<file path="src/rtl/tmr_pkg.sv">
package tmr_pkg;
    localparam int ADDR_W = 4;
    localparam int DATA_W = 8;

    localparam logic [ADDR_W-1:0] A_RUN  = 4'h0;
    localparam logic [ADDR_W-1:0] A_MODE = 4'h1;
    localparam logic [ADDR_W-1:0] A_FFC  = 4'h2;
    localparam logic [ADDR_W-1:0] A_STAT = 4'h3;
    localparam logic [ADDR_W-1:0] A_CMP0 = 4'h4;
    localparam logic [ADDR_W-1:0] A_PER  = 4'h6;
    localparam logic [ADDR_W-1:0] A_CAPA = 4'h8;
    localparam logic [ADDR_W-1:0] A_CAPB = 4'hA;
    localparam logic [ADDR_W-1:0] A_CNT  = 4'hC;

    typedef enum logic [0:0] {
        ST_IDLE  = 1'b0,
        ST_COUNT = 1'b1
    } tmr_state_e;

    typedef struct packed {
        logic ppg;
        logic cap_en;
        logic clr_en;
        logic ext_src;
    } tmr_mode_t;
endpackage

</file>
<file path="src/rtl/tmr_edge.sv">
module tmr_edge #(
    parameter int STAGES = 2
) (
    input  logic clk,
    input  logic rst_n,
    input  logic pin,
    output logic rise,
    output logic fall
);
    logic [STAGES-1:0] sync_q;
    logic              last_q;

    always_ff @(posedge clk or negedge rst_n) begin
        if (!rst_n) begin
            sync_q <= '0;
            last_q <= 1'b0;
        end else begin
            sync_q <= {sync_q[STAGES-2:0], pin};
            last_q <= sync_q[STAGES-1];
        end
    end

    assign rise = sync_q[STAGES-1] & ~last_q;
    assign fall = ~sync_q[STAGES-1] & last_q;
endmodule

</file>
<file path="src/rtl/tmr_regs.sv">
module tmr_regs
    import tmr_pkg::*;
#(
    parameter int CNT_W = 16
) (
    input  logic              clk,
    input  logic              rst_n,
    input  logic              wr_en,
    input  logic [ADDR_W-1:0] addr,
    input  logic [DATA_W-1:0] wdata,
    output logic [DATA_W-1:0] rdata,
    output logic              run,
    output tmr_mode_t         mode,
    output logic              tog0_en,
    output logic              tog1_en,
    output logic              ff_set,
    output logic              ff_clr,
    output logic [CNT_W-1:0]  cmp0,
    output logic [CNT_W-1:0]  per_buf,
    output logic              irq,
    input  logic              hit0,
    input  logic              hit1,
    input  logic [CNT_W-1:0]  cap_a,
    input  logic [CNT_W-1:0]  cap_b,
    input  logic [CNT_W-1:0]  cnt,
    input  logic              ff
);
    localparam int NB = CNT_W / 8;

    logic       run_q;
    tmr_mode_t  mode_q;
    logic       tog0_q, tog1_q;
    logic [1:0] flag_q;
    logic [CNT_W-1:0] cmp0_q, per_q;

    logic wr_run, wr_mode, wr_ffc, wr_stat;
    assign wr_run  = wr_en && (addr == A_RUN);
    assign wr_mode = wr_en && (addr == A_MODE);
    assign wr_ffc  = wr_en && (addr == A_FFC);
    assign wr_stat = wr_en && (addr == A_STAT);

    always_ff @(posedge clk or negedge rst_n) begin
        if (!rst_n) begin
            run_q  <= 1'b0;
            mode_q <= '0;
            tog0_q <= 1'b0;
            tog1_q <= 1'b0;
        end else begin
            if (wr_run)  run_q  <= wdata[0];
            if (wr_mode) mode_q <= tmr_mode_t'(wdata[3:0]);
            if (wr_ffc) begin
                tog0_q <= wdata[2];
                tog1_q <= wdata[3];
            end
        end
    end

    always_ff @(posedge clk or negedge rst_n) begin
        if (!rst_n) begin
            cmp0_q <= '0;
            per_q  <= '0;
        end else if (wr_en) begin
            for (int b = 0; b < NB; b++) begin
                if (addr == A_CMP0 + ADDR_W'(b)) cmp0_q[8*b +: 8] <= wdata;
                if (addr == A_PER + ADDR_W'(b))  per_q[8*b +: 8]  <= wdata;
            end
        end
    end

    always_ff @(posedge clk or negedge rst_n) begin
        if (!rst_n) begin
            flag_q <= '0;
        end else begin
            if (hit0)                       flag_q[0] <= 1'b1;
            else if (wr_stat && wdata[0])   flag_q[0] <= 1'b0;
            if (hit1)                       flag_q[1] <= 1'b1;
            else if (wr_stat && wdata[1])   flag_q[1] <= 1'b0;
        end
    end

    always_comb begin
        rdata = '0;
        case (addr)
            A_RUN:   rdata = {7'b0, run_q};
            A_MODE:  rdata = {4'b0, mode_q};
            A_FFC:   rdata = {3'b0, ff, tog1_q, tog0_q, 2'b0};
            A_STAT:  rdata = {6'b0, flag_q};
            default: rdata = '0;
        endcase
        for (int b = 0; b < NB; b++) begin
            if (addr == A_CMP0 + ADDR_W'(b)) rdata = cmp0_q[8*b +: 8];
            if (addr == A_PER + ADDR_W'(b))  rdata = per_q[8*b +: 8];
            if (addr == A_CAPA + ADDR_W'(b)) rdata = cap_a[8*b +: 8];
            if (addr == A_CAPB + ADDR_W'(b)) rdata = cap_b[8*b +: 8];
            if (addr == A_CNT + ADDR_W'(b))  rdata = cnt[8*b +: 8];
        end
    end

    assign run     = run_q;
    assign mode    = mode_q;
    assign tog0_en = tog0_q;
    assign tog1_en = tog1_q;
    assign ff_set  = wr_ffc && wdata[0];
    assign ff_clr  = wr_ffc && wdata[1];
    assign cmp0    = cmp0_q;
    assign per_buf = per_q;
    assign irq     = |flag_q;
endmodule

</file>
<file path="src/rtl/tmr_core.sv">
module tmr_core
    import tmr_pkg::*;
#(
    parameter int CNT_W = 16
) (
    input  logic             clk,
    input  logic             rst_n,
    input  logic             run,
    input  tmr_mode_t        mode,
    input  logic             tog0_en,
    input  logic             tog1_en,
    input  logic             ff_set,
    input  logic             ff_clr,
    input  logic             tick,
    input  logic             ext_rise,
    input  logic             ext_fall,
    input  logic [CNT_W-1:0] cmp0,
    input  logic [CNT_W-1:0] per_buf,
    output logic [CNT_W-1:0] cnt,
    output logic [CNT_W-1:0] per_act,
    output logic [CNT_W-1:0] cap_a,
    output logic [CNT_W-1:0] cap_b,
    output logic             ff,
    output logic             hit0,
    output logic             hit1,
    output logic             step,
    output logic             wrap_clr,
    output tmr_state_e       state
);
    tmr_state_e state_q, state_d;
    logic hold_zero, count_en;
    logic [CNT_W-1:0] cnt_q, per_q, capa_q, capb_q;
    logic ff_q, flip;

    always_ff @(posedge clk or negedge rst_n) begin
        if (!rst_n) state_q <= ST_IDLE;
        else        state_q <= state_d;
    end

    always_comb begin
        state_d = state_q;
        unique case (state_q)
            ST_IDLE:  if (run)  state_d = ST_COUNT;
            ST_COUNT: if (!run) state_d = ST_IDLE;
        endcase
    end

    always_comb begin
        hold_zero = 1'b0;
        count_en  = 1'b0;
        unique case (state_q)
            ST_IDLE:  hold_zero = 1'b1;
            ST_COUNT: count_en  = 1'b1;
        endcase
    end

    assign step     = count_en && (mode.ext_src ? ext_rise : tick);
    assign hit0     = step && (cnt_q == cmp0);
    assign hit1     = step && (cnt_q == per_q);
    assign wrap_clr = hit1 && (mode.clr_en || mode.ppg);
    assign flip     = (hit0 && (tog0_en || mode.ppg)) ^ (hit1 && (tog1_en || mode.ppg));

    always_ff @(posedge clk or negedge rst_n) begin
        if (!rst_n) begin
            cnt_q <= '0;
            per_q <= '0;
        end else begin
            if (hold_zero)     cnt_q <= '0;
            else if (wrap_clr) cnt_q <= '0;
            else if (step)     cnt_q <= cnt_q + 1'b1;
            if (hold_zero || wrap_clr) per_q <= per_buf;
        end
    end

    always_ff @(posedge clk or negedge rst_n) begin
        if (!rst_n) begin
            capa_q <= '0;
            capb_q <= '0;
        end else if (mode.cap_en) begin
            if (ext_rise) capa_q <= cnt_q;
            if (ext_fall) capb_q <= cnt_q;
        end
    end

    always_ff @(posedge clk or negedge rst_n) begin
        if (!rst_n)      ff_q <= 1'b0;
        else if (ff_set) ff_q <= 1'b1;
        else if (ff_clr) ff_q <= 1'b0;
        else if (flip)   ff_q <= ~ff_q;
    end

    assign cnt     = cnt_q;
    assign per_act = per_q;
    assign cap_a   = capa_q;
    assign cap_b   = capb_q;
    assign ff      = ff_q;
    assign state   = state_q;
endmodule

</file>
<file path="src/rtl/evt_timer.sv">
module evt_timer
    import tmr_pkg::*;
#(
    parameter int CNT_W     = 16,
    parameter int SYNC_STGS = 2
) (
    input  logic              clk_i,
    input  logic              rst_ni,
    input  logic              wr_en_i,
    input  logic [ADDR_W-1:0] addr_i,
    input  logic [DATA_W-1:0] wdata_i,
    output logic [DATA_W-1:0] rdata_o,
    input  logic              tick_i,
    input  logic              ext_i,
    output logic              tmr_o,
    output logic              irq_o
);
    logic             run_w, tog0_w, tog1_w, ff_set_w, ff_clr_w;
    tmr_mode_t        mode_w;
    logic [CNT_W-1:0] cmp0_w, per_buf_w, per_act_w, cnt_w, capa_w, capb_w;
    logic             ext_rise_w, ext_fall_w, hit0_w, hit1_w, step_w, wrap_w, ff_w;
    tmr_state_e       state_w;

    tmr_edge #(.STAGES(SYNC_STGS)) u_edge (
        .clk(clk_i), .rst_n(rst_ni), .pin(ext_i),
        .rise(ext_rise_w), .fall(ext_fall_w)
    );

    tmr_regs #(.CNT_W(CNT_W)) u_regs (
        .clk(clk_i), .rst_n(rst_ni), .wr_en(wr_en_i), .addr(addr_i),
        .wdata(wdata_i), .rdata(rdata_o), .run(run_w), .mode(mode_w),
        .tog0_en(tog0_w), .tog1_en(tog1_w), .ff_set(ff_set_w), .ff_clr(ff_clr_w),
        .cmp0(cmp0_w), .per_buf(per_buf_w), .irq(irq_o),
        .hit0(hit0_w), .hit1(hit1_w), .cap_a(capa_w), .cap_b(capb_w),
        .cnt(cnt_w), .ff(ff_w)
    );

    tmr_core #(.CNT_W(CNT_W)) u_core (
        .clk(clk_i), .rst_n(rst_ni), .run(run_w), .mode(mode_w),
        .tog0_en(tog0_w), .tog1_en(tog1_w), .ff_set(ff_set_w), .ff_clr(ff_clr_w),
        .tick(tick_i), .ext_rise(ext_rise_w), .ext_fall(ext_fall_w),
        .cmp0(cmp0_w), .per_buf(per_buf_w), .cnt(cnt_w), .per_act(per_act_w),
        .cap_a(capa_w), .cap_b(capb_w), .ff(ff_w), .hit0(hit0_w), .hit1(hit1_w),
        .step(step_w), .wrap_clr(wrap_w), .state(state_w)
    );

    assign tmr_o = ff_w;
endmodule

</file>
<file path="config.mk">
export PLATFORM = sky130hd
export DESIGN_NAME = evt_timer
export DESIGN_NICKNAME = d
export VERILOG_FILES = /design/src/rtl/tmr_pkg.sv /design/src/rtl/tmr_edge.sv /design/src/rtl/tmr_regs.sv /design/src/rtl/tmr_core.sv /design/src/rtl/evt_timer.sv
export SDC_FILE = /design/constraint.sdc
export NUM_CORES = 1
export LEC_CHECK = 0
export ABC_AREA = 1
export ABC_CLOCK_PERIOD_IN_PS = 2000
export BUFFER_PORTS_ARGS = -buffer_cell sky130_fd_sc_hd__buf_2
export CORE_ASPECT_RATIO = 1.25
export CORE_MARGIN = 2
export CORE_UTILIZATION = 50
export DETAILED_ROUTE_END_ITERATION = 10
export PLACE_DENSITY = 0.76
export SLEW_MARGIN = 10
export SYNTH_ARGS = -nofsm -noshare
export SYNTH_HDL_FRONTEND = slang
export SYNTH_SLANG_ARGS = --single-unit
</file>
<file path="constraint.sdc">
create_clock -name clk_i -period 2 [get_ports clk_i]
set_input_delay 0.1 -clock clk_i [delete_from_list [all_inputs] [get_ports clk_i]]
set_output_delay 0.1 -clock clk_i [all_outputs]
set_load 0.1 [all_outputs]
</file>
==> flow_metrics.py, run 1 <==
metrics = {
    "global_routing": {
        "grt_pass1_wl_um": 29000,
        "grt_overflow": 0,
        "grt_pass1_vias": 5053,
        "grt_usage": 0.313,
        "antenna_found_initial": 0,
        "grt_max_degree": 37,
    },
    "drt": {
        "ant_nets": 0,
        "drt_iter0_drc": 360,
        "drtPass1Iterations": 6,
        "vias": 5393,
        "drt-total-wl_um": 18700,
        "viasPerCell": 5.57,
        "wl_per_cell_um": 19.4,
        "post-route-drc-count": 0,
    },
    "cts": {
        "clock_latency_ps": 350,
        "clockRootBuffer": "clkbuf_16",
        "clock_path_buffers": 2,
        "cts_buffers": 9,
        "cts_tree": "built",
        "cts-htree-levels": 3,
        "cts.sinks": 110,
        "clkSlewWorstSetupHoldPaths_ps": 80,
    },
    "layout": {
        "final_common_cell": "nand2_1",
        "drive_gt1_frac": 0.169,
        "fin_area_sq_mm": 0.00682,
        "num-fill-cells": 1022,
        "nNetsFinal": 846,
        "antenna_cells": 0,
        "area_delta_synth_final_pct": 17.8,
        "multi_input_area_sq_mm": 0.00267,
        "ff_latch_area_sq_mm": 0.00277,
        "mostFrequentLayoutCells": "nand2_1, dfrtp_1, o21ai_0, inv_1, nor2_1",
    },
    "power_and_ir_drop": {
        "ir_worst_vdd_mv": 0.573,
        "p_leak_nw": 3.24,
        "p_per_area_mw_per_mm2": 921,
    },
    "synthesis": {
        "netlist_area_sq_mm": 0.00578,
        "syn_nets": 788,
        "syn_inst": 770,
        "avgSynthCellArea_sq_um": 7.51,
        "ys_seq_elements": 110,
        "synth-warning-count": 0,
        "synth_cell_types": 39,
        "seq_area_frac_synth": 0.476,
    },
    "die": {
        "rows": 43,
        "core_sq_mm": 0.0112,
        "ios": 27,
        "start_util": 0.517,
        "die_y_um": 124,
        "dieWidth_um": 100,
        "die_area_sq_mm": 0.0125,
    },
    "worst_setup_path": {
        "crit_slowest_cell": "dfrtp_4",
        "critPathMaxStageDelay_ps": 500,
        "worst-r2r-cell-count": 12,
        "cp.arrival_ps": 1840,
        "rrSetupSlack_ps": 140,
        "r2r-end": "u_core.ff",
        "path_cells": "inv_4 > o211ai_1 > a21oi_1 > nand4_1 > nor2_2 > nand4_1 > buf_12",
        "crit_top_cell": "nand4_1",
        "crit_buf_inv": 2,
        "cpLargestDelayFamily": "flip-flops",
        "startpoint_type": "register",
        "timing.setup.critical_path_class": "register to primary output",
        "crit_path_end_kind": "primary output",
        "crit_fanout": 3,
        "critPathRequiredTime_ps": 1900,
        "r2r-start": "u_core.cnt[8]",
    },
    "sta": {
        "tns_ps": 0,
        "finalMaxSlewViolations": 0,
        "finalHoldViolations": 0,
        "post-route-min-period_ps": 1940,
        "fin_crit_sh": 0.969,
        "rsz0062_at_grt": "yes",
        "timing.fmax_mhz": 516,
        "slew_headroom": 0.654,
        "finalClockSkew_ps": 10.2,
        "worstMarginPinSlew_ps": 518,
        "setup_violations": 0,
    },
    "placement": {
        "gp_congestion": 0.977,
        "dp_hpwl_um": 14600,
        "dpl_cell_area_sq_mm": 0.00635,
        "port_buffers": 26,
    },
    "run": {
        "drv_cap": 0,
    },
    "min_path": {
        "hold_class": "input pin to register",
        "min_to": "u_regs.per_buf[6]",
        "hold_start": "wdata_i[6]",
        "hold_depth": 3,
    },
    "run_status": {
        "status": "finished clean",
    },
}
what timing repair did:
action	4_1_cts	5_1_grt
pin swaps	0	13
setup endpoints to repair	1	31
endpoints found under the hold margin	36	0
hold buffers	6	0
setup buffers	0	3
gates resized for setup	2	37
cloned	0	0
worst max path at each step:
stage	start	to	slack, ps	depth (start not counted)
4_1_cts	u_regs.mode[2]	rdata_o[2]	10	9
3_3_place_gp	u_core.cnt[13]	u_core.ff	20	13
2_1_floorplan	u_core.ff	rdata_o[4]	-50	6
6_report	u_core.ff	rdata_o[4]	60	7
3_5_place_dp	u_core.cnt[13]	u_core.ff	30	13
5_1_grt	u_core.ff	rdata_o[4]	-90	7
final cells by class:
| type | count | share of cell area |
|---|---|---|
| Sequential cell | 110 | 0.407 |
| Clock inverter | 6 | 0.00734 |
| Clock buffer | 10 | 0.0351 |
| Timing Repair Buffer | 67 | 0.0881 |
| Multi-Input combinational cell | 558 | 0.392 |
| Tap cell | 135 | 0.0248 |
| Inverter | 82 | 0.0463 |
cells by family (layout without fill, tap and decap cells):
family | after synthesis | in the layout | share of synthesized area
AOI/OAI and AO/OA | 123 | 123 | 0.110
xor gates and xnor gates | 15 | 15 | 0.0227
adders and majority gates | 1 | 1 | 0.00216
DFF | 110 | 110 | 0.476
and+or+nand+nor | 419 | 419 | 0.315
buffers and inverters | 102 | 165 | 0.0751
worst register-to-register path: stages, from the launching register on:
cell     delay [ps]
dfrtp_1         500
inv_4           170
nand2_1          70
nand2_1          60
nand2_1          60
nor2_2          260
nand3_1         160
nor2_1          110
nand3_1         100
nand3_1         100
nand2_1          60
nand2_1          60
nand2_1          50
synthesized netlist by cell type (all sizes together):
cell / count / share of area
nand4: 22 / 0.026
clkbuf: 9 / 0.0058
a21oi: 18 / 0.016
o2111ai: 1 / 0.0015
and3: 1 / 0.0011
xor2: 12 / 0.018
nand2: 271 / 0.18
buf: 11 / 0.016
o21ai: 102 / 0.090
a31oi: 1 / 0.0011
nor3b: 5 / 0.0074
or2: 6 / 0.0069
xnor2: 3 / 0.0045
dfrtp: 110 / 0.48
nor2: 75 / 0.054
o211ai: 1 / 0.0013
inv: 82 / 0.054
nor4: 2 / 0.0048
and2: 1 / 0.0011
ha: 1 / 0.0022
nor3: 13 / 0.012
nand3: 23 / 0.022
per-stage QoR:
| step | setup WS (ps) | util | cells | hold WS [ps] | total power [mW] |
|---|---|---|---|---|---|
| floorplan | -47.6 | - | 770 | -196 | 3.87 |
| global placement | 16.8 | 0.568 | 943 | 101 | 4.42 |
| detailed placement | 34.8 | 0.568 | 943 | 105 | 4.44 |
| CTS | 11.7 | 0.599 | 965 | 48.2 | 6.21 |
| global route | -85.3 | 0.609 | 968 | 65.4 | 6.59 |
| finish | 62.2 | 0.609 | 968 | 42.7 | 6.28 |
flip-flops by register name (all words and copies together) (netlist names):
name	flops
u_core.cap_a	16
u_core.cap_b	16
u_core.cnt	16
u_core.ff	1
u_core.per_act	16
u_core.state	1
u_edge.last_q	1
u_edge.sync_q	2
u_regs.cmp0	16
u_regs.flag_q	2
u_regs.mode	4
u_regs.per_buf	16
u_regs.run	1
u_regs.tog0_en	1
u_regs.tog1_en	1
routing by layer:
layer  wire (um)  part of all wire  GRT usage  vias up
li1            -                 -          -     2565
met1        7550              0.40      0.430     2535
met2        8720              0.47      0.478      241
met3        1550             0.083     0.0606       52
met4         916             0.049      0.143        0
met5           0                 0          0        -
report_power, final:
| part | total, mW | internal [mW] | switching, mW |
|---|---|---|---|
| Sequential | 2.86 | 2.53 | 0.333 |
| Combinational | 1.65 | 0.546 | 1.10 |
| Clock | 1.77 | 0.904 | 0.869 |
Note: power is estimated with default switching activity, not from simulation.
==> inputs of run 2 (changes only) <==
ABC_AREA = default   (was 1)
CORE_UTILIZATION = 30   (was 50)
PLACE_DENSITY = 0.54   (was 0.76)
==> run 2 against run 1 <==
- combinational power up 14%
- the run now ends with negative setup slack left
- register-to-register slack worse by 370 ps
- critical endpoint unchanged
- synthesized cell count down 32%
- via count down 19%
- largest cell class is now multi-input combinational cells
- largest power group unchanged
==> flow_metrics.py, run 2 <==
metrics = {
    "synthesis": {
        "synth_cell_types": 51,
        "synthArstFlopShare": 1.00,
        "seq_area_frac_synth": 0.477,
        "ys_top_cells_by_area": "dfrtp_1, mux2_2, xnor2_1, mux2_4, nand2_1",
        "synth-warning-count": 0,
        "syn_inst": 521,
        "yosys.area.top_type": "dfrtp_1",
        "yosys_most_used_dff": "dfrtp_1",
        "syn_nets": 539,
        "ys_seq_elements": 110,
        "ys_top_cells_by_count": "dfrtp_1, mux2_2, nand2_1, nor2_1, xnor2_1",
        "yosysMostFrequentCell": "dfrtp_1",
        "netlist_area_sq_mm": 0.00577,
        "synth_edf_count": 0,
        "avgSynthCellArea_sq_um": 11.1,
        "synth_top_area_share": 0.477,
    },
    "global_routing": {
        "grt_pass1_wl_um": 27500,
        "grt_overflow": 0,
        "antenna_found_initial": 0,
        "grt_max_degree": 47,
        "grt_usage": 0.180,
        "grt_pass1_vias": 4742,
    },
    "sta": {
        "rsz0062_at_grt": "yes",
        "finalClockSkew_ps": 11.9,
        "timing.fmax_mhz": 441,
        "fin_crit_sh": 1.13,
        "setup_violations": 32,
        "finalHoldViolations": 0,
        "finalMaxSlewViolations": 0,
        "tns_ps": -3730,
        "worstMarginPinSlew_ps": 504,
        "post-route-min-period_ps": 2270,
        "setup_slack_ps": -269,
        "slew_headroom": 0.663,
    },
    "placement": {
        "dp_cells": 815,
        "dpl_cell_area_sq_mm": 0.00670,
        "port_buffers": 26,
        "gp_congestion": 0.915,
        "dp_hpwl_um": 13100,
    },
    "layout": {
        "final_common_cell": "dfrtp_1",
        "nNetsFinal": 628,
        "antenna_cells": 0,
        "drive_gt1_frac": 0.442,
        "post-route-util": 0.396,
        "fin_area_sq_mm": 0.00746,
        "num-fill-cells": 1799,
        "area_delta_synth_final_pct": 29.2,
        "mostFrequentLayoutCells": "dfrtp_1, buf_4, mux2_2, nand2_1, nor2_1",
        "finalNonFillerCells": 847,
    },
    "cts": {
        "cts_tree": "built",
        "clock_latency_ps": 370,
        "clock_path_buffers": 2,
        "clkSlewWorstSetupHoldPaths_ps": 70,
        "cts.sinks": 110,
        "cts_buffers": 9,
        "clockRootBuffer": "clkbuf_16",
        "cts-htree-levels": 3,
    },
    "power_and_ir_drop": {
        "switching_share": 0.332,
        "p_int_mw": 4.35,
        "ir_worst_vdd_mv": 0.402,
        "p_comb_frac": 0.289,
        "p_per_area_mw_per_mm2": 873,
        "pwr-share-seq": 0.447,
        "p_leak_nw": 3.31,
        "clkPwrFrac": 0.265,
        "switching_power_mw": 2.16,
    },
    "die": {
        "ios": 27,
        "rows": 56,
        "die_y_um": 159,
        "dieWidth_um": 128,
        "core_sq_mm": 0.0188,
        "die_area_sq_mm": 0.0204,
        "start_util": 0.306,
    },
    "run_status": {
        "violations": "negative setup slack",
        "status": "finished with violations",
    },
    "worst_setup_path": {
        "crit_path_end_kind": "primary output",
        "startpoint": "u_core.cnt[4]",
        "worst-r2r-cell-count": 8,
        "startpoint_type": "register",
        "crit_fanout": 2,
        "cp.arrival_ps": 2170,
        "critPathRequiredTime_ps": 1900,
        "r2r-start": "u_core.cnt[0]",
        "timing.setup.critical_path_class": "register to primary output",
    },
    "drt": {
        "drtPass1Iterations": 4,
        "drt-total-wl_um": 17600,
        "vias": 4394,
        "ant_nets": 0,
        "wl_per_cell_um": 20.8,
        "viasPerCell": 5.19,
        "drt_iter0_drc": 296,
        "post-route-drc-count": 0,
    },
    "min_path": {
        "hold_start": "wdata_i[4]",
        "hold_class": "input pin to register",
        "hold_depth": 2,
    },
    "run": {
        "drv_cap": 0,
    },
}
run 2: changes by cell type after synthesis, moves of 9 or more:
cell,delta
xnor2_1,+31
nand3_1,-14
nand4_1,-13
nor2b_1,+9
inv_1,-68
o22ai_1,+10
buf_2,+12
nor2_1,-26
nand2b_1,+9
o21ai_0,-66
nand2_1,-227
mux2_4,+13
mux2_2,+69
run 2: power groups by stage:
stage / clock network (mW) / logic [mW] / registers (mW)
3_3_place_gp: 0 / 1.57 / 2.91
3_5_place_dp: 0 / 1.60 / 2.92
4_1_cts: 1.77 / 1.84 / 2.89
6_report: 1.72 / 1.88 / 2.91
5_1_grt: 1.86 / 1.99 / 2.94
2_1_floorplan: 0 / 1.08 / 2.82
run 2: worst max-delay path, cell delays in order, from the launching register on:
cell and delay [ps]:
dfrtp_1 400, buf_6 130, mux2_4 250, a22o_1 180, mux4_2 490, o21ai_4 100, a21oi_4 80, buf_12 170
run 2: kinds of logic after synthesis:
family	Yosys count	share of synthesized area
and+or+nand+nor	145	0.124
DFF	110	0.477
muxes	91	0.186
AOI/OAI and AO/OA	84	0.0917
xor gates and xnor gates	48	0.0752
buffers and inverters	42	0.0438
adders and majority gates	1	0.00217
run 2: routing by layer:
metal  vias to the layer above  GRT usage  share of wire
li1                       2004          -              -
met4                         0     0.0679          0.033
met3                        37     0.0306          0.038
met5                         -          0              0
met2                       106      0.314           0.52
met1                      2247      0.220           0.41
run 2: timing repair:
item                                    in CTS  in global routing
hold endpoints to repair                    31                  0
cloned                                       3                  0
endpoints found under the setup margin      34                 38
gates resized for setup                     40                 50
buffers inserted                            14                  8
hold buffers                                 2                  0
pin swaps                                   20                 19
run 2: layout make-up:
class,count,area [sq um],area share
Sequential cell,110,2760,0.370
Tap cell,232,290,0.0389
Inverter,6,22.5,0.00302
Timing Repair Buffer,114,1020,0.136
Clock buffer,9,225,0.0302
Multi-Input combinational cell,369,3100,0.415
Clock inverter,7,48.8,0.00654
run 2: stage by stage:
step	worst slack (ps)	total power, mW	hold WS [ps]
3_3_place_gp	-182	4.48	76.3
5_1_grt	-320	6.79	18.6
3_5_place_dp	-163	4.52	77.8
6_report	-269	6.51	19.0
4_1_cts	-262	6.50	12.2
2_1_floorplan	-48.0	3.91	-196
run 2: path summary, 6_finish.rpt:
kind,end,slack [ps]
min,u_regs.cmp0[12],20
max,rdata_o[4],-270
min reg2reg,u_edge.sync_q[1],350
max reg2reg,u_core.per_act[10],-230
max in group asynchronous,u_core.cap_b[13],1130
min in group asynchronous,u_core.ff,220
